$ cat src/rtl/hib_wake_seq.sv
module hib_wake_seq #(
  parameter int DW  = 16,
  parameter int LSB = 5,
  parameter int FW  = 11,
  parameter int RW  = 7
) (
  input  logic          clk,
  input  logic          rst_n,
  input  logic          wr_en,
  input  logic [1:0]    wr_addr,
  input  logic [DW-1:0] wr_data,
  input  logic [1:0]    rd_addr,
  output logic [DW-1:0] rd_data,
  input  logic          wake_n,
  output logic          pwr_down,
  output logic          rst_out_n
);
  localparam int RPAD = DW - RW - LSB;

  typedef enum logic [1:0] {S_RUN, S_HIB, S_RST} st_t;

  st_t           st_q;
  logic [FW-1:0] filt_q;
  logic [RW-1:0] rlen_q;
  logic [1:0]    sync_q;
  logic [DW-1:0] cnt_q;
  logic [DW-1:0] filt_len, rlen;
  logic          wake_seen, hib_req;

  assign wake_seen = !sync_q[1];
  assign filt_len  = DW'({filt_q, {LSB{1'b0}}});
  assign rlen      = DW'({rlen_q, {LSB{1'b0}}});
  assign hib_req   = wr_en && (wr_addr == 2'd0) && wr_data[0];
  assign pwr_down  = (st_q == S_HIB);
  assign rst_out_n = (st_q != S_RST);

  always_comb begin
    case (rd_addr)
      2'd0:    rd_data = DW'(pwr_down);
      2'd1:    rd_data = filt_len;
      2'd2:    rd_data = rlen;
      default: rd_data = '0;
    endcase
  end

  always_ff @(posedge clk or negedge rst_n) begin
    if (!rst_n) sync_q <= 2'b11;
    else        sync_q <= {sync_q[0], wake_n};
  end

  always_ff @(posedge clk or negedge rst_n) begin
    if (!rst_n) begin
      filt_q <= '0;
      rlen_q <= '0;
    end else if (wr_en) begin
      if (wr_addr == 2'd1) filt_q <= wr_data[LSB+FW-1:LSB];
      if (wr_addr == 2'd2) rlen_q <= wr_data[LSB+RW-1:LSB];
    end
  end

  always_ff @(posedge clk or negedge rst_n) begin
    if (!rst_n) begin
      st_q  <= S_RUN;
      cnt_q <= '0;
    end else begin
      case (st_q)
        S_RUN: begin
          cnt_q <= '0;
          if (hib_req) st_q <= S_HIB;
        end
        S_HIB: begin
          if (!wake_seen) cnt_q <= '0;
          else if (cnt_q == filt_len) begin
            cnt_q <= '0;
            st_q  <= (rlen == '0) ? S_RUN : S_RST;
          end else cnt_q <= cnt_q + 1'b1;
        end
        S_RST: begin
          if (cnt_q == rlen - 1'b1) begin
            cnt_q <= '0;
            st_q  <= S_RUN;
          end else cnt_q <= cnt_q + 1'b1;
        end
        default: begin
          cnt_q <= '0;
          st_q  <= S_RUN;
        end
      endcase
    end
  end

  logic unused_ok;
  assign unused_ok = ^{RPAD[0]};
endmodule

$ cat config.mk
export PLATFORM = sky130hd
export DESIGN_NAME = hib_wake_seq
export DESIGN_NICKNAME = d
export VERILOG_FILES = /design/src/rtl/hib_wake_seq.sv
export SDC_FILE = /design/constraint.sdc
export NUM_CORES = 1
export LEC_CHECK = 0
export BUFFER_PORTS_ARGS = -buffer_cell sky130_fd_sc_hd__buf_2
export CORE_MARGIN = 5
export CORE_UTILIZATION = 55
export DETAILED_ROUTE_END_ITERATION = 12
export PLACE_DENSITY_LB_ADDON = 0.25
export SYNTH_ARGS = -nofsm -noshare
export SYNTH_HDL_FRONTEND = slang
export SYNTH_SLANG_ARGS = --single-unit
$ cat constraint.sdc
create_clock -name clk -period 2.68 [get_ports clk]
set_input_delay 0 -clock clk [delete_from_list [all_inputs] [get_ports clk]]
set_output_delay 0 -clock clk [all_outputs]
set_load 0.02 [all_outputs]
# After elaboration in Yosys (flattened, before gate mapping)
# Index checks and enable logic that the tools add are counted.
# Widths: inputs -> output; s select.
# totals
output_inout_bits	18
input_bits	24
word_cells	40
register_bits	38
# op_classes
n_eq_ne	13
muxes	11
addsub	2
n_reduce_logical	9
# ops
op	n
$mux 16	3
$pmux 16 s3	1
$eq 16x16->1	2
$pmux 16 s2	1
$add 16x1->16 const B	1
$logic_not 16->1	1
$sub 12x1->13 const B	1
$mux 2	5
$ne 2x2->1 const B	4
$eq 2x1->1 const B	3
$eq 2x2->1 const B	3
$logic_not 2->1	3
$pmux 2 s3	1
$reduce_and 2->1	2
$reduce_and 4->1	1
$logic_and 1x1->1	2
$ne 2x1->1 const B	1

# Logic depth before layout (Yosys ltp)
# Gate-level depths: netlist (run 1).
# logic_depth
word_depth	5
mapped_depth	9

# Worst setup path after synthesis (run 1)
# OpenSTA, ideal clock, no wires.
# synth_path
path_type	register to register
startpoint	register rlen_q[2]
endpoint	register st_q[0]
t_arrival_ns	2.238
stages_incl_launch_ff	8
setup_time_ns	0.125
setup_slack_ns	0.317
t_required_ns	2.555
synth_period_minus_slack_ns	2.363
cell_sequence	dfrtp_1 > buf_6 > or4_4 > or3_1 > a211oi_2 > a31oi_1 > or3_4 > mux2_4
# synth_via
elab_chain_len	4
# synth_lines
item	line	text
start: declaration	24	logic [RW-1:0] rlen_q;
start signal: assignment	57	if (wr_addr == 2'd2) rlen_q <= wr_data[LSB+RW-1:LSB];
$sub 12x1->13	79	if (cnt_q == rlen - 1'b1) begin
$eq 16x16->1	79	
$ne 2x2->1 (no line)	-	
$reduce_and 4->1 (no line)	-	
end signal: assignment	75	st_q <= (rlen == '0) ? S_RUN : S_RST;
end: declaration	22	st_t st_q;
# Every way passes these cells.
# A chain may end at the register's enable or synchronous reset.

# Worst setup path in the final report (run 1)
# layout_path
startpoint	register rlen_q[3]
endpoint	register st_q[1]
# layout_via
elab_chain_len	5
# layout_lines
item
branches (longest 5 deep; another with $sub 12x1->13)
# Several ways; the timed one is not identified. The select of a mux whose other input is x is not followed.

==> summary.md, run 1 <==
| Metric | Value |
|---|---|
| Post-Layout Cell Count | 310 |
| Core area | 0.003971 mm² |
| Final setup TNS | 0 ns |
| Worst Tran Pin Value | 0.8366 ns |
| Compound-Gate Fraction of Synth Area | 5.972% |
| Port bufs | 33 |
| Fin. max-slew vios | 0 |
| Via density | 5.335 |
| Initial antenna violation count | 0 |
| Flops & latches, synth | 38 |
| RSZ-0062 raised after global routing | false |
| Largest net degree at the start of global routing | 39 |
| CTS tree | built |
| Starting DRC count in detailed routing | 76 |
| Vias in the first global route | 1752 |
| MaxCap Viol Count | 0 |
| Global-route wire length before repair | 8252 µm |
| ANT cells | 0 |
| Final period utilization | 92.04% |
| Synth unique cells | 40 |
| DRT Pass-1 Iters | 4 |
| Die Ht | 73.55 µm |
| Comb pwr share | 33.7% |
| Power Dens Cells | 643.1 mW/mm² |
| Post-Synth XOR/XNOR Area | 13.41% |
| Post-synthesis mux area share | 10.93% |
| Hold Violations, Final | 0 |
| Io pins | 42 |
| Cts repair resizes | 0 |
| Reg power frac | 42.8% |
| Leak Pwr | 0.001152 µW |
| Post-route ant nets | 0 |
| Clock transition at path regs | 0.07 ns |
| GP Congestion | 0.8214 |
| Clk pwr share | 23.5% |
| CTS sink count | 38 |
| Die width | 73.55 µm |
| Post-synth EDFFs | 0 |
| Crit path DAT | 2.64 ns |
| Ys async rst share | 100.0% |
| Post-Synth Adder-Cell Area | 3.944% |
| Fmax | 0.4054 GHz |
| Slew headroom | 44.23% |
| Clock Tree Root | clkbuf_8 |
| Number of setup violations in the final report | 0 |
| NetSw | 558.3 µW |
| Final net count | 290 |
| Kind of critical path | reg -> reg |
| Final clock skew | 0.005401 ns |
| Avg Cell Area, Syn | 10.43 µm² |
| CTS Buf Count | 5 |
| DRC | 0 |
| Peak VDD IR | 0.0004870 V |
| Share of cells above drive strength 1 | 27.31% |
| Switch share | 32.95% |
| Total number of vias | 1654 |
| Starting Density | 55.92% |
| Row cnt | 23 |
| Crit path required time | 2.85 ns |
| Clock Latency Late Sink | 0.29 ns |
| Mapped Area | 0.002221 mm² |
| Area delta synth->final | 18.65% |
| Global-route usage over all layers | 19.86% |
| Placed cell count | 289 |
| Hold Crit Class | in -> out |
| Outcome | completed |
| Post-synth top flop | dfrtp_1 |
| Post-synthesis sequential area ratio | 42.93% |
| Crit path time final | 2.467 ns |
| Critical path capture point type | register |
| Per-cell routed wire length | 14.96 µm |
| Mapped Cells | 213 |
| Hpwl dp | 3350 µm |
| Ys Warns | 0 |
| Post-Synth Simple-Gate Area | 17.18% |
| GR Overflow Total | 0 |
| Main combinational cell family by area after synthesis | simple AND/OR/NAND/NOR gates |
| H-tree lvl count | 2 |
| Maximum clock path buffer count | 2 |
| Total wire length | 4638 µm |
| Setup crit start kind | register |
| Internal Power | 1136 µW |
| Crit path max fanout | 7 |
| Die area | 0.005409 mm² |
==> worst paths after layout <==
kind / end / slack [ns] / start / depth (start not counted)
max: st_q[1] / 0.21 / rlen_q[3] / 6
min: rd_data[0] / 0.28 / rd_addr[0] / 3
max reg2reg: st_q[1] / 0.21 / rlen_q[3] / 6
min reg2reg: sync_q[1] / 0.36 / sync_q[0] / 0
max in group asynchronous: filt_q[4] / 1.81 / rst_n / 2
min in group asynchronous: cnt_q[0] / 0.35 / rst_n / 2
==> layer usage <==
| metal | vias up | global-route usage [%] | wire length, µm |
|---|---|---|---|
| met1 | 798 | 25.50 | 2076 |
| met2 | 34 | 32.87 | 2297 |
| met3 | 8 | 5.472 | 202 |
| met5 | - | 0 | 0 |
| met4 | 0 | 5.433 | 61 |
| li1 | 814 | - | - |
==> final cells by class <==
| type | instances | area (µm²) |
|---|---|---|
| fillers | 334 | 1336 |
| multi-input cells | 152 | 1157 |
| flip-flops and latches | 38 | 953.4 |
| repair buffers | 50 | 325.3 |
| clock buffers | 7 | 86.33 |
| well taps | 50 | 62.56 |
| inverters | 12 | 45.04 |
| clock inverters | 1 | 5.005 |
==> cell usage after synthesis (all sizes together) (3+ instances only) <==
| master | instances | area [µm²] |
|---|---|---|
| and2 | 5 | 31.28 |
| buf | 6 | 46.29 |
| xor2 | 10 | 87.58 |
| o21ai | 3 | 18.77 |
| nand2 | 7 | 26.28 |
| nand3 | 6 | 30.03 |
| ha | 7 | 87.58 |
| nand3b | 3 | 22.52 |
| dfrtp | 36 | 900.9 |
| nor2 | 21 | 78.83 |
| a22o | 7 | 62.56 |
| clkbuf | 8 | 30.03 |
| mux2 | 20 | 232.7 |
| nand4 | 7 | 43.79 |
| a31oi | 3 | 18.77 |
| xnor2 | 24 | 210.2 |
| inv | 12 | 45.04 |
| nor3 | 7 | 35.03 |
==> flip-flops by register name (all words and copies together) (netlist names) <==
name	count
sync_q	2
cnt_q	16
st_q	2
filt_q	11
rlen_q	7
==> stage by stage <==
step                instance area, µm²  utilization, %  setup WS, ns  total power (µW)  hold WS (ns)
finish                            2635           66.35        0.2134              1694        0.2825
global route                      2635           66.35       0.08859              1813        0.2965
CTS                               2635           66.35        0.2048              1715        0.2857
detailed placement                2414           60.78        0.2245              1297        0.1084
global placement                  2414           60.78        0.2469              1285        0.1129
floorplan                         2232               -        0.3167              1144       -0.2956
==> power groups by stage <==
stage / Clock (µW) / Sequential, µW / Combinational [µW]
final: 398 / 725 / 572
after floorplan: 0 / 716 / 428
after global routing: 437 / 734 / 642
after CTS: 414 / 723 / 578
after global placement: 0 / 731 / 554
after detailed placement: 0 / 733 / 564
==> timing repair <==
item,CTS,global route
hold buffers,13,0
setup buffers,0,0
hold endpoints to repair,55,0
==> layout by cell type (no fill, tap or decap), types with 2 or more instances in the layout <==
| cell | synthesis | final |
|---|---|---|
| mux2_4 | 2 | 2 |
| buf_2 | 1 | 33 |
| dfrtp_1 | 36 | 36 |
| conb_1 | 1 | 4 |
| ha_1 | 7 | 7 |
| nor2b_1 | 2 | 2 |
| dlygate4sd3_1 | 0 | 13 |
| nor2_1 | 21 | 21 |
| nand2_1 | 7 | 7 |
| and2_1 | 5 | 5 |
| xor2_1 | 10 | 10 |
| nand3b_1 | 3 | 3 |
| inv_1 | 12 | 12 |
| buf_4 | 4 | 4 |
| nand3_1 | 6 | 6 |
| nor3_1 | 7 | 7 |
| o21ai_0 | 2 | 2 |
| dfstp_2 | 2 | 2 |
| and4_1 | 2 | 2 |
| a22o_1 | 6 | 6 |
| clkbuf_8 | 0 | 6 |
| a31oi_1 | 3 | 3 |
| nand4_1 | 7 | 7 |
| mux2_2 | 18 | 18 |
| nor4_1 | 2 | 2 |
| xnor2_1 | 24 | 24 |
==> logic make-up (layout without fill, tap and decap cells) <==
family,count (synthesis),count (layout)
fa+ha+maj,7,7
compound gates,16,16
other cells,1,4
simple gates,70,70
flops,38,38
buf+inv,26,70
mux,21,21
xor+xnor,34,34
==> critical path, cell delays in order, from the launching register on <==
cell      delay (ns)
dfrtp_1         0.47
or4_4           0.54
or3_1           0.33
a211oi_2        0.25
a31oi_1         0.11
or3_4           0.35
mux2_4          0.30
Power figures use the tool's default switching activity.
==> run 2: changes to the inputs <==
--- a/config.mk
+++ b/config.mk
@@ -6,6 +6,7 @@
 export NUM_CORES = 1
 export LEC_CHECK = 0
 export BUFFER_PORTS_ARGS = -buffer_cell sky130_fd_sc_hd__buf_2
+export CAP_MARGIN = 10
 export CORE_MARGIN = 5
 export CORE_UTILIZATION = 55
 export DETAILED_ROUTE_END_ITERATION = 12
==> constraint.sdc (replaced) <==
create_clock -name clk -period 2.58 [get_ports clk]
set_input_delay 0 -clock clk [delete_from_list [all_inputs] [get_ports clk]]
set_output_delay 0 -clock clk [all_outputs]
set_load 0.02 [all_outputs]
==> run 2 against run 1 <==
Sequential cell count stayed put. Via count down 0.67%. Die area unchanged. Worst hold slack lost 0.0047 ns. Critical path type unchanged. Highest routed layer unchanged.
==> summary.md, run 2 (synthesis results as in run 1) <==
| Metric | Value |
|---|---|
| Outcome | completed (unchanged) |
| Clock Latency Late Sink | 0.29 ns (about the same) |
| Max stage delay cell, worst path | or4_4 (unchanged) |
| Setup crit start kind | register (unchanged) |
| Leak Pwr | 0.001167 µW (was 0.001152 µW) |
| Hpwl dp | 3361 µm (was 3350 µm) |
| Critical-path cell list | or4_4 > or3_1 > a211oi_2 > a31oi_1 > or3_4 > mux2_4 (unchanged) |
| Largest regs | cnt_q: 16 flops, filt_q: 11 flops, rlen_q: 7 flops (unchanged) |
| Final WS setup | 0.1785 ns (was 0.2134 ns) |
| Total wire length | 4670 µm (was 4638 µm) |
| Placed cell count | 290 (was 289) |
| CTS tree | built (unchanged) |
| Crit path DAT | 2.58 ns (was 2.64 ns) |
| R2R cell count | 6 (unchanged) |
| Final clock skew | 0.005617 ns (was 0.005401 ns) |
| Critical path capture point type | register (unchanged) |
| Io pins | 42 (unchanged) |
| Row cnt | 23 (unchanged) |
| Fin. max-slew vios | 0 (unchanged) |
| Starting Density | 55.92% (unchanged) |
| Die Ht | 73.55 µm (unchanged) |
| Crit path max fanout | 2 (was 7) |
| Largest reg by FF count | cnt_q (unchanged) |
| Crit path required time | 2.76 ns (was 2.85 ns) |
| Area delta synth->final | 19.77% (was 18.65%) |
| Commonest non-fill, non-tap cell in the layout | dfrtp_1 (unchanged) |
| Crit path time final | 2.401 ns (was 2.467 ns) |
| Worst Tran Pin Value | 0.8201 ns (was 0.8366 ns) |
| Fmax | 0.4164 GHz (was 0.4054 GHz) |
| ANT cells | 0 (unchanged) |
| RSZ-0062 raised after global routing | false (unchanged) |
| Leading cell types in the layout, fill and taps excluded | dfrtp_1, buf_2, xnor2_1, nor2_1, mux2_2 (unchanged) |
| Total number of vias | 1643 (was 1654) |
| Post-Layout Cell Count | 311 (was 310) |
| Hold Violations, Final | 0 (unchanged) |
| Final net count | 291 (was 290) |
| Final setup TNS | 0 ns (unchanged) |
| Kind of critical path | reg -> reg (unchanged) |
| Clock transition at path regs | 0.07 ns (about the same) |
| DRC | 0 (unchanged) |
| H-tree lvl count | 2 (unchanged) |
| Hold buffers post-CTS | 13 (unchanged) |
| Post-route ant nets | 0 (unchanged) |
| GR Overflow Total | 0 (unchanged) |
| MaxCap Viol Count | 0 (unchanged) |
| DRT Pass-1 Iters | 4 (unchanged) |
| Vias in the first global route | 1614 (was 1752) |
| Per-cell routed wire length | 15.02 µm (was 14.96 µm) |
| Final period utilization | 93.08% (was 92.04%) |
| Slew headroom | 45.33% (was 44.23%) |
| CTS Buf Count | 5 (unchanged) |
| Max reg flops | 16 (unchanged) |
| Number of setup violations in the final report | 0 (unchanged) |
| Port bufs | 33 (unchanged) |
| Peak VDD IR | 0.0004437 V (was 0.0004870 V) |
| Hold Path Depth | 3 (unchanged) |
| Postcts setup bufs | 0 (unchanged) |
| Initial antenna violation count | 0 (unchanged) |
| Cts repair resizes | 0 (unchanged) |
| Global-route usage over all layers | 19.59% (was 19.86%) |
| Largest net degree at the start of global routing | 39 (unchanged) |
| Global-route wire length before repair | 7941 µm (was 8252 µm) |
| Power Dens Cells | 693.1 mW/mm² (was 643.1 mW/mm²) |
| GP Congestion | 0.8793 (was 0.8214) |
| Share of cells above drive strength 1 | 27.97% (was 27.31%) |
| Die area | 0.005409 mm² (unchanged) |
| Worst path max stage delay | 0.54 ns (about the same) |
| Core area | 0.003971 mm² (unchanged) |
| CTS sink count | 38 (unchanged) |
| Clock Tree Root | clkbuf_8 (unchanged) |
| Worst slack, placed | 0.2129 ns (was 0.2245 ns) |
| Via density | 5.283 (was 5.335) |
| Hold Crit Class | in -> out (unchanged) |
| Starting DRC count in detailed routing | 89 (was 76) |
| Maximum clock path buffer count | 2 (unchanged) |
| Die width | 73.55 µm (unchanged) |
run 2: cell count changes in the layout (fill, tap and decap cells not counted), sizes merged:
cell,before,now
clkbuf,7,5
buf,37,38
bufinv,0,1
clkinv,1,2
run 2: final timing paths:
kind                       startpoint    endpoint  slack (ns)
min in group asynchronous       rst_n   cnt_q[13]        0.33
hold / removal             rd_addr[0]  rd_data[0]        0.28
setup reg to reg            rlen_q[0]     st_q[0]        0.18
hold reg to reg             sync_q[0]   sync_q[1]        0.36
max in group asynchronous       rst_n   rlen_q[0]        1.73
setup / recovery            rlen_q[0]     st_q[0]        0.18
run 2: report_power, final:
part           total (µW)  internal, µW  switching [µW]
logic                 596           291             305
clock network         495           284             210
registers             753           674            78.2
run 2: metrics by stage:
stage | util [%] | cell area (µm²) | power, µW | hold WS, ns
final | 66.98 | 2660 | 1844 | 0.2779
after global routing | 66.98 | 2660 | 1956 | 0.2873
after CTS | 66.98 | 2660 | 1866 | 0.2778
after detailed placement | 60.96 | 2421 | 1348 | 0.1115
after global placement | 60.96 | 2421 | 1336 | 0.1125
after floorplan | - | 2232 | 1188 | -0.2956
run 2: cell type report:
| type | instances | area (µm²) |
|---|---|---|
| flip-flops and latches | 38 | 953.4 |
| repair buffers | 51 | 332.8 |
| clock inverters | 3 | 40.04 |
| multi-input cells | 152 | 1157 |
| clock buffers | 5 | 68.82 |
| fillers | 330 | 1311 |
| inverters | 12 | 45.04 |
| well taps | 50 | 62.56 |
run 2: critical path: cells and delay by family, from the launching register on:
family | cells | cell delay [ns]
simple gates | 3 | 1.23
flops | 1 | 0.40
compound gates | 2 | 0.37
mux | 1 | 0.30
run 2: metal layers:
layer / vias to the layer above / wire length, µm / global-route usage [%]
li1: 821 / - / -
met1: 783 / 2146 / 26.31
met2: 29 / 2268 / 31.10
met3: 10 / 149 / 4.241
met4: 0 / 106 / 7.042
met5: - / 0 / 0
==> run 3: changes to the inputs <==
--- a/config.mk
+++ b/config.mk
@@ -10,7 +10,7 @@
 export CORE_MARGIN = 5
 export CORE_UTILIZATION = 55
 export DETAILED_ROUTE_END_ITERATION = 12
-export PLACE_DENSITY_LB_ADDON = 0.25
+export PLACE_DENSITY = 0.88
 export SYNTH_ARGS = -nofsm -noshare
 export SYNTH_HDL_FRONTEND = slang
 export SYNTH_SLANG_ARGS = --single-unit
==> run 3 against run 2 <==
Clock skew rose by 0.0020 ns. Combinational power is 2% higher. Clock power grew 2%. Sequential power barely moved. Fmax down 1.8%. Critical path depth grew 1. Worst hold slack better by 0.0097 ns. Global-route usage is 0.91 points higher. Final area barely moved. Final cell count is 0.32% lower. Total power grew 1.3%. Utilization shrank 0.063 points. Critical path type unchanged. Highest routed layer unchanged.
==> summary.md, run 3 (synthesis results as in run 1) <==
| Metric | Value |
|---|---|
| Crit path DAT | 2.63 ns (was 2.58 ns) |
| H-tree lvl count | 2 (unchanged) |
| Worst Tran Pin Value | 0.8337 ns (was 0.8201 ns) |
| Clock Latency Late Sink | 0.29 ns (about the same) |
| Hpwl dp | 3527 µm (was 3361 µm) |
| Io pins | 42 (unchanged) |
| Postcts setup bufs | 0 (unchanged) |
| CTS tree | built (unchanged) |
| Share of cells above drive strength 1 | 27.69% (was 27.97%) |
| Maximum clock path buffer count | 2 (unchanged) |
| Starting DRC count in detailed routing | 79 (was 89) |
| Clock transition at path regs | 0.08 ns (was 0.07 ns) |
| Number of setup violations in the final report | 0 (unchanged) |
| Clock Tree Root | clkbuf_8 (unchanged) |
| Hold Violations, Final | 0 (unchanged) |
| RSZ-0062 raised after global routing | false (unchanged) |
| Hold Crit Class | in -> out (unchanged) |
| Final period utilization | 94.79% (was 93.08%) |
| Area delta synth->final | 19.66% (was 19.77%) |
| Final clock skew | 0.007663 ns (was 0.005617 ns) |
| Critical-path cell list | buf_4 > nor4_1 > nand4_1 > mux2i_1 > a31oi_1 > or3_4 > mux2_4 (was or4_4 > or3_1 > a211oi_2 > a31oi_1 > or3_4 > mux2_4) |
| Die area | 0.005409 mm² (unchanged) |
| GP Congestion | 0.7910 (was 0.8793) |
| CTS Buf Count | 5 (unchanged) |
| Leak Pwr | 0.001154 µW (was 0.001167 µW) |
| Via density | 5.555 (was 5.283) |
| Critical path capture point type | register (unchanged) |
| Slew headroom | 44.42% (was 45.33%) |
| MaxCap Viol Count | 0 (unchanged) |
| Die Ht | 73.55 µm (unchanged) |
| Core area | 0.003971 mm² (unchanged) |
| Final core utilization | 66.92% (was 66.98%) |
| Final setup TNS | 0 ns (unchanged) |
| Area after DPL | 0.002414 mm² (was 0.002421 mm²) |
| Power Dens Cells | 702.6 mW/mm² (was 693.1 mW/mm²) |
| Fin. max-slew vios | 0 (unchanged) |
| Fmax | 0.4089 GHz (was 0.4164 GHz) |
| Port bufs | 33 (unchanged) |
| Worst path max stage delay | 0.43 ns (was 0.54 ns) |
| Outcome | completed (unchanged) |
| Area of the multi-input gates | 0.001157 mm² (unchanged) |
| Kind of critical path | reg -> reg (unchanged) |
| Row cnt | 23 (unchanged) |
| Crit path time final | 2.446 ns (was 2.401 ns) |
| CTS sink count | 38 (unchanged) |
| Final net count | 290 (was 291) |
| Starting Density | 55.92% (unchanged) |
| Crit path required time | 2.77 ns (was 2.76 ns) |
| Peak VDD IR | 0.0005004 V (was 0.0004437 V) |
| GR Overflow Total | 0 (unchanged) |
| Seq. cell area | 953.4 µm² (unchanged) |
| Commonest non-fill, non-tap cell in the layout | dfrtp_1 (unchanged) |
| Per-cell routed wire length | 16.05 µm (was 15.02 µm) |
| Max reg flops | 16 (unchanged) |
| ANT cells | 0 (unchanged) |
| Crit path max fanout | 6 (was 2) |
| Global-route wire length before repair | 8411 µm (was 7941 µm) |
| DRT Pass-1 Iters | 4 (unchanged) |
| DRC | 0 (unchanged) |
| Total number of vias | 1722 (was 1643) |
| Max stage delay cell, worst path | nor4_1 (was or4_4) |
| Initial antenna violation count | 0 (unchanged) |
| Vias in the first global route | 1785 (was 1614) |
| Total wire length | 4977 µm (was 4670 µm) |
| Setup crit start kind | register (unchanged) |
| Largest reg by FF count | cnt_q (unchanged) |
| Cts repair resizes | 0 (unchanged) |
| Largest net degree at the start of global routing | 39 (unchanged) |
| Largest regs | cnt_q: 16 flops, filt_q: 11 flops, rlen_q: 7 flops (unchanged) |
| Final Cell Area | 0.002658 mm² (was 0.002660 mm²) |
| Die width | 73.55 µm (unchanged) |
| Global-route usage over all layers | 20.50% (was 19.59%) |
| Post-route ant nets | 0 (unchanged) |
| Leading cell types in the layout, fill and taps excluded | dfrtp_1, buf_2, xnor2_1, nor2_1, mux2_2 (unchanged) |
| Fill cells | 285 (was 330) |
run 3: power by group:
part / total, µW / internal, µW / switching [µW]
Clock: 503 / 287 / 215
Combinational: 610 / 291 / 319
Sequential: 754 / 674 / 79.9
Total: 1870 / 1250 / 615
run 3: per-layer routing:
layer / share of wire (%) / global-route usage [%]
met4: 3.1 / 9.859
met5: 0 / 0
met3: 3.6 / 4.104
met2: 52 / 34.35
met1: 41 / 25.09
run 3: worst max-delay path, delay by kind of cell, from the launching register on:
family          cells  cell delay, ns
buf+inv             1            0.16
mux                 2            0.62
simple gates        3            1.02
compound gates      1            0.14
flops               1            0.39
run 3: metrics by stage:
step	power [µW]	worst slack (ns)	cells	hold slack, ns
floorplan	1188	0.2167	216	-0.2956
global placement	1327	0.2438	289	0.1045
detailed placement	1352	0.1935	289	0.1098
CTS	1874	0.1823	310	0.2794
global route	1975	0.04761	310	0.2962
finish	1867	0.1343	310	0.2876
run 3: worst paths after layout:
| kind | startpoint | end | slack (ns) | cells after the start |
|---|---|---|---|---|
| worst max-delay path | rlen_q[3] | st_q[1] | 0.13 | 7 |
| worst min-delay path | rd_addr[1] | rd_data[0] | 0.29 | 3 |
| worst max register to register | rlen_q[3] | st_q[1] | 0.13 | 7 |
| worst min register to register | sync_q[0] | sync_q[1] | 0.36 | 0 |
| max in group asynchronous | rst_n | filt_q[4] | 1.72 | 2 |
| min in group asynchronous | rst_n | cnt_q[11] | 0.35 | 2 |
run 3: repair_timing:
action	in CTS	in global routing
setup endpoints to repair	0	0
endpoints found under the hold margin	55	0
hold buffers	13	0
run 3: cell type report:
class	count	area share, %
multi-input cells	152	43.55
flip-flops and latches	38	35.88
repair buffers	50	12.24
clock buffers	5	2.589
well taps	50	2.354
clock inverters	3	1.695
inverters	12	1.695
